[src/rtl/bufPkg.sv]
package bufPkg;
  typedef struct packed {
    logic loadData;
    logic loadCtrl;
  } strobeT;
endpackage

[src/rtl/bufCtrl.sv]
module bufCtrl #(
  parameter int CS_W        = 2,
  parameter int SYNC_STAGES = 2
) (
  input  logic              clk,
  input  logic              rstN,
  input  logic [CS_W-1:0]   csIn,
  output logic              rstReadyN,
  output bufPkg::strobeT    strobe
);
  logic [SYNC_STAGES-1:0] syncChain;

  // Asynchronous assertion, synchronous release
  always_ff @(posedge clk or negedge rstN) begin
    if (!rstN) syncChain <= '0;
    else       syncChain <= {syncChain[SYNC_STAGES-2:0], 1'b1};
  end

  assign rstReadyN = syncChain[SYNC_STAGES-1];

  // Data is frozen only when every chip select is deasserted (high)
  always_comb begin
    strobe.loadData = ~(&csIn);
    strobe.loadCtrl = 1'b1;
  end
endmodule

[src/rtl/bufDatapath.sv]
module bufDatapath #(
  parameter int DATA_W = 22,
  parameter int ODT_W  = 2,
  parameter int CKE_W  = 2,
  parameter int CS_W   = 2
) (
  input  logic                 clk,
  input  logic                 rstReadyN,
  input  bufPkg::strobeT       strobe,
  input  logic [DATA_W-1:0]    dIn,
  input  logic [ODT_W-1:0]     odtIn,
  input  logic [CKE_W-1:0]     ckeIn,
  input  logic [CS_W-1:0]      csIn,
  output logic [DATA_W-1:0]    qData,
  output logic [ODT_W-1:0]     qOdt,
  output logic [CKE_W-1:0]     qCke,
  output logic [CS_W-1:0]      qCs
);
  localparam int CTRL_W = ODT_W + CKE_W + CS_W;

  logic [CTRL_W-1:0] ctrlReg;

  always_ff @(posedge clk or negedge rstReadyN) begin
    if (!rstReadyN)           qData <= '0;
    else if (strobe.loadData) qData <= dIn;
  end

  always_ff @(posedge clk or negedge rstReadyN) begin
    if (!rstReadyN)           ctrlReg <= '0;
    else if (strobe.loadCtrl) ctrlReg <= {odtIn, ckeIn, csIn};
  end

  assign qOdt = ctrlReg[CTRL_W-1 -: ODT_W];
  assign qCke = ctrlReg[CS_W+CKE_W-1 -: CKE_W];
  assign qCs  = ctrlReg[CS_W-1:0];
endmodule

[src/rtl/csGatedRegBuf.sv]
module csGatedRegBuf #(
  parameter int DATA_W      = 22,
  parameter int ODT_W       = 2,
  parameter int CKE_W       = 2,
  parameter int CS_W        = 2,
  parameter int SYNC_STAGES = 2
) (
  input  logic              clk,
  input  logic              rstN,
  input  logic [DATA_W-1:0] dIn,
  input  logic [ODT_W-1:0]  odtIn,
  input  logic [CKE_W-1:0]  ckeIn,
  input  logic [CS_W-1:0]   csIn,
  output logic [DATA_W-1:0] qData,
  output logic [ODT_W-1:0]  qOdt,
  output logic [CKE_W-1:0]  qCke,
  output logic [CS_W-1:0]   qCs
);
  bufPkg::strobeT strobe;
  logic           rstReadyN;

  bufCtrl #(.CS_W(CS_W), .SYNC_STAGES(SYNC_STAGES)) uCtrl (
    .clk(clk), .rstN(rstN), .csIn(csIn),
    .rstReadyN(rstReadyN), .strobe(strobe)
  );

  bufDatapath #(.DATA_W(DATA_W), .ODT_W(ODT_W), .CKE_W(CKE_W), .CS_W(CS_W)) uData (
    .clk(clk), .rstReadyN(rstReadyN), .strobe(strobe),
    .dIn(dIn), .odtIn(odtIn), .ckeIn(ckeIn), .csIn(csIn),
    .qData(qData), .qOdt(qOdt), .qCke(qCke), .qCs(qCs)
  );
endmodule

[config.mk]
export PLATFORM = sky130hd
export DESIGN_NAME = csGatedRegBuf
export DESIGN_NICKNAME = d
export VERILOG_FILES = /design/src/rtl/bufPkg.sv /design/src/rtl/bufCtrl.sv /design/src/rtl/bufDatapath.sv /design/src/rtl/csGatedRegBuf.sv
export SDC_FILE = /design/constraint.sdc
export NUM_CORES = 1
export LEC_CHECK = 0
export ABC_CLOCK_PERIOD_IN_PS = 1700
export BUFFER_PORTS_ARGS = -buffer_cell sky130_fd_sc_hd__buf_4
export CORE_MARGIN = 8
export CORE_UTILIZATION = 47
export DETAILED_ROUTE_END_ITERATION = 6
export GPL_ROUTABILITY_DRIVEN = 0
export GPL_TIMING_DRIVEN = 0
export PLACE_DENSITY = 0.84
export SLEW_MARGIN = 20
export SYNTH_ARGS = -nofsm -noshare
export SYNTH_HDL_FRONTEND = slang
export SYNTH_SLANG_ARGS = --single-unit
[constraint.sdc]
create_clock -name clk -period 1.7 [get_ports clk]
set_input_delay 0.085 -clock clk [delete_from_list [all_inputs] [get_ports clk]]
set_output_delay 0.085 -clock clk [all_outputs]
set_load 0.03 [all_outputs]
; ---- Word level (Yosys, flattened, before mapping)
; Cells that the tools add are included.
[word_totals]
register_bits = 30
output_inout_bits = 28
in_bits = 30
[op_classes]
reduce_logical = 1
[ops]
columns = operator, n
row1 = 2-bit AND reduction, 1

; ---- Depth between registers and ports, before layout
[logic_depth]
word_depth = 1
depth_mapped = 3
mapped_depth_nobuf = 2

; ---- Hierarchy
; A second synthesis with hierarchy kept.
[hier_totals]
cells_unflattened = 64
hier_area_um2 = 1108.6
[by_module_without_submodules]
columns = module, n_inst, area_each_um2, cells_each
row1 = bufDatapath, 1, 1043.5, 59
row2 = bufCtrl, 1, 65.1, 5

; ---- Worst setup path after synthesis
; OpenSTA, ideal clock, no wires.
[synth_path]
kind = register -> register
start = reg uData.qData[10] (netlist name)
end = reg uData.qData[10]
stages_incl_launch_ff = 2
setup_ns = 0.125
arrival_time_ns = 0.764
required_ns = 1.575
setup_slack_ns = 0.811
n_path_buf = 0
path_cell_list = dfrtp_1 mux2_4
[synth_rtl]
columns = element, line
row1 = "end signal, assigned", bufDatapath.sv:25  ; else if (strobe.loadData) qData <= dIn;
row2 = "end, declared", bufDatapath.sv:14  ; output logic [DATA_W-1:0] qData,

; ---- Worst setup path in the final report
[layout_path]
start = in csIn[1]
end = reg uData.qData[6]
[layout_via]
elab_chain_len = 1
[layout_lines]
columns = element, line
row1 = "start, declared", csGatedRegBuf.sv:13  ; input logic [CS_W-1:0] csIn,
row2 = 2-bit AND reduction, bufCtrl.sv:23  ; strobe.loadData = ~(&csIn);
; Every way passes these cells.
; A chain may end at the register's enable or synchronous reset.

==> results.cfg <==
[status]
status = finished clean

[setup_path]
reg2reg_from = uData.qData[20]
cp-endpoint = uData.qData[6]
path_buf_inv = 3
critPathMaxStageDelay_ps = 540
critical_path_required_ps = 1900
path_class = input pin to flop
reg2reg_setup_slack_ps = 910
cp_max_fo = 10
r2r_cells = 1
path_delay_family = buffers and inverters
worstSetupStartpointType = input pin
crit_cells = 5
end_kind = flop
r2r_end = uData.qData[20]
worstPathArrival_ps = 1390
crit_path_top_delay_cell = dlygate4sd3_1
cp_cell_sequence = dlygate4sd3_1, buf_4, nand2_2, buf_6, mux2_4
crit_start = csIn[1]

[die]
die_h_um = 64.5
num_rows = 17
ioPinCount = 58
coreArea_um2 = 2210
die_w_um = 64.5
initial_utilization = 0.500
design.die.area_um2 = 4160

[synthesis]
ys_seq_elements = 30
yosys_warnings = 0
synthCells = 56
synth_nets = 86
synth.distinct_cells = 6
syn-cell-area_um2 = 1110
synth_area_per_cell_um2 = 19.8
ys_seq_area_frac = 0.679

[routing]
drtAntennaViolNets = 0
finalWirelength_mm = 3.32
firstDrtPassIters = 4
drc = 0
drt_iter0_markers = 16
vias_per_cell = 4.64
via_count = 826
wire_per_inst_um = 18.7

[pwr]
power_frac_clock = 0.296
swShare = 0.266
internal_power_w = 0.00127
finalPower_w = 0.00173
leakage_nw = 0.993
seqPwrFrac = 0.469
power_density_nw_per_um2 = 891
p_comb_frac = 0.235
irDropWorstVdd_mv = 0.790
p_switching_w = 0.000459

[grt]
grtUsageTotal = 0.157
grt_pass1_wl_mm = 5.04
grt_pass1_vias = 992
gr-total-overflow = 0
antenna_found_initial = 0
grt_max_degree = 29

[clock_network]
clock_latency_ps = 310
cts_tree = built
clk_pin_slew_worst_paths_ps = 90
cts_resized = 0
clockBufferDepth = 2
numCtsBuffers = 5
htree_levels = 2
cts-root-buf = clkbuf_4
cts_sinks = 30

[timing]
hold_viol = 0
finalClockSkew_ps = 7.48
max-slew-margin-rel = 0.614
rsz0062_at_grt = false
drv_slew = 0
min_period_over_period = 0.697
tns_ps = 0
tightest_slew_ps = 579
setup_violations = 0
timing.fmax_mhz = 844
period_needed_ps = 1180

[final_layout]
drive_gt1_frac = 0.607
syn_to_final_growth_pct = 75.3
fin_cells = 178
diodes = 0
fillers = 99
layout.nets = 179

[place]
place_hpwl_mm = 2.04
port_buffers = 57
place_inst = 141

[hold_path]
hold_class = input pin to asynchronous set/reset pin

[run]
drv_cap = 0
==> logic make-up (layout without fill, tap and decap cells) <==
logic type             count (synthesis)  after routing  share of synthesized area
buffers and inverters                  2             96                     0.0204
flip-flops                            30             30                      0.679
multiplexers                          22             22                      0.292
other                                  1              1                    0.00339
AND/OR/NAND/NOR                        1              1                    0.00566
==> placed cells by master, fill, tap and decap left out <==
cell	netlist	layout
buf_4	0	57
buf_6	2	2
clkbuf_4	0	5
clkbuf_8	0	3
conb_1	1	1
dfrtp_1	30	29
dfrtp_2	0	1
dlygate4sd3_1	0	29
mux2_2	2	2
mux2_4	20	20
nand2_2	1	1
==> how the worst min path moves through the flow <==
stage	start	endpoint	slack (ps)	cells past startpoint
2_1_floorplan	rstN	uCtrl.syncChain[0]	-210	0
3_3_place_gp	rstN	uCtrl.syncChain[1]	-130	1
3_5_place_dp	rstN	uCtrl.syncChain[1]	-130	1
4_1_cts	dIn[9]	uData.qData[9]	4	2
5_1_grt	rstN	uCtrl.syncChain[1]	70	2
6_report	rstN	uCtrl.syncChain[1]	80	2
==> layout make-up <==
cell class                 instances  area [µm²]  share of cell area
multi-input combinational         24         333               0.172
timing repair buffer              86         718               0.370
tap                               28        35.0              0.0181
clock buffer                       8        78.8              0.0406
buffer                             2        22.5              0.0116
sequential                        30         752               0.388
==> stage by stage <==
step | worst slack [ps] | area (µm²) | hold slack, ps | utilization
2_1_floorplan | 804 | 1110 | -211 | -
3_3_place_gp | 532 | 1570 | -133 | 0.709
3_5_place_dp | 539 | 1570 | -131 | 0.709
4_1_cts | 525 | 1900 | 4.16 | 0.858
5_1_grt | 491 | 1940 | 69.2 | 0.877
6_report | 516 | 1940 | 76.2 | 0.877
==> flip-flops by register name (all words and copies together), names as in the netlist <==
signal           flops
uData.qData         22
uData.ctrlReg        6
uCtrl.syncChain      2
==> timing repair <==
item	4_1_cts	5_1_grt
setup buffers	0	0
hold buffers	25	4
hold endpoints to repair	26	4
==> routing by layer <==
| layer | wire, µm | GRT usage |
|---|---|---|
| met1 | 1240 | 0.159 |
| met2 | 1840 | 0.281 |
| met3 | 170 | 0.0515 |
| met4 | 68 | 0.0845 |
| met5 | 0 | 0 |
==> Yosys cell counts <==
master | n | area, µm²
conb_1 | 1 | 3.75
mux2_2 | 2 | 22.5
mux2_4 | 20 | 300
buf_6 | 2 | 22.5
nand2_2 | 1 | 6.26
dfrtp_1 | 30 | 751
==> power groups by stage <==
stage	sequential (W)	clock, W	combinational [W]
after floorplan	0.000920	0	0.0000883
after global placement	0.000818	0	0.000340
after detailed placement	0.000822	0	0.000347
after CTS	0.000808	0.000521	0.000395
after global routing	0.000818	0.000553	0.000427
final	0.000809	0.000512	0.000406
No activity file was read; power rests on OpenSTA's default activity.
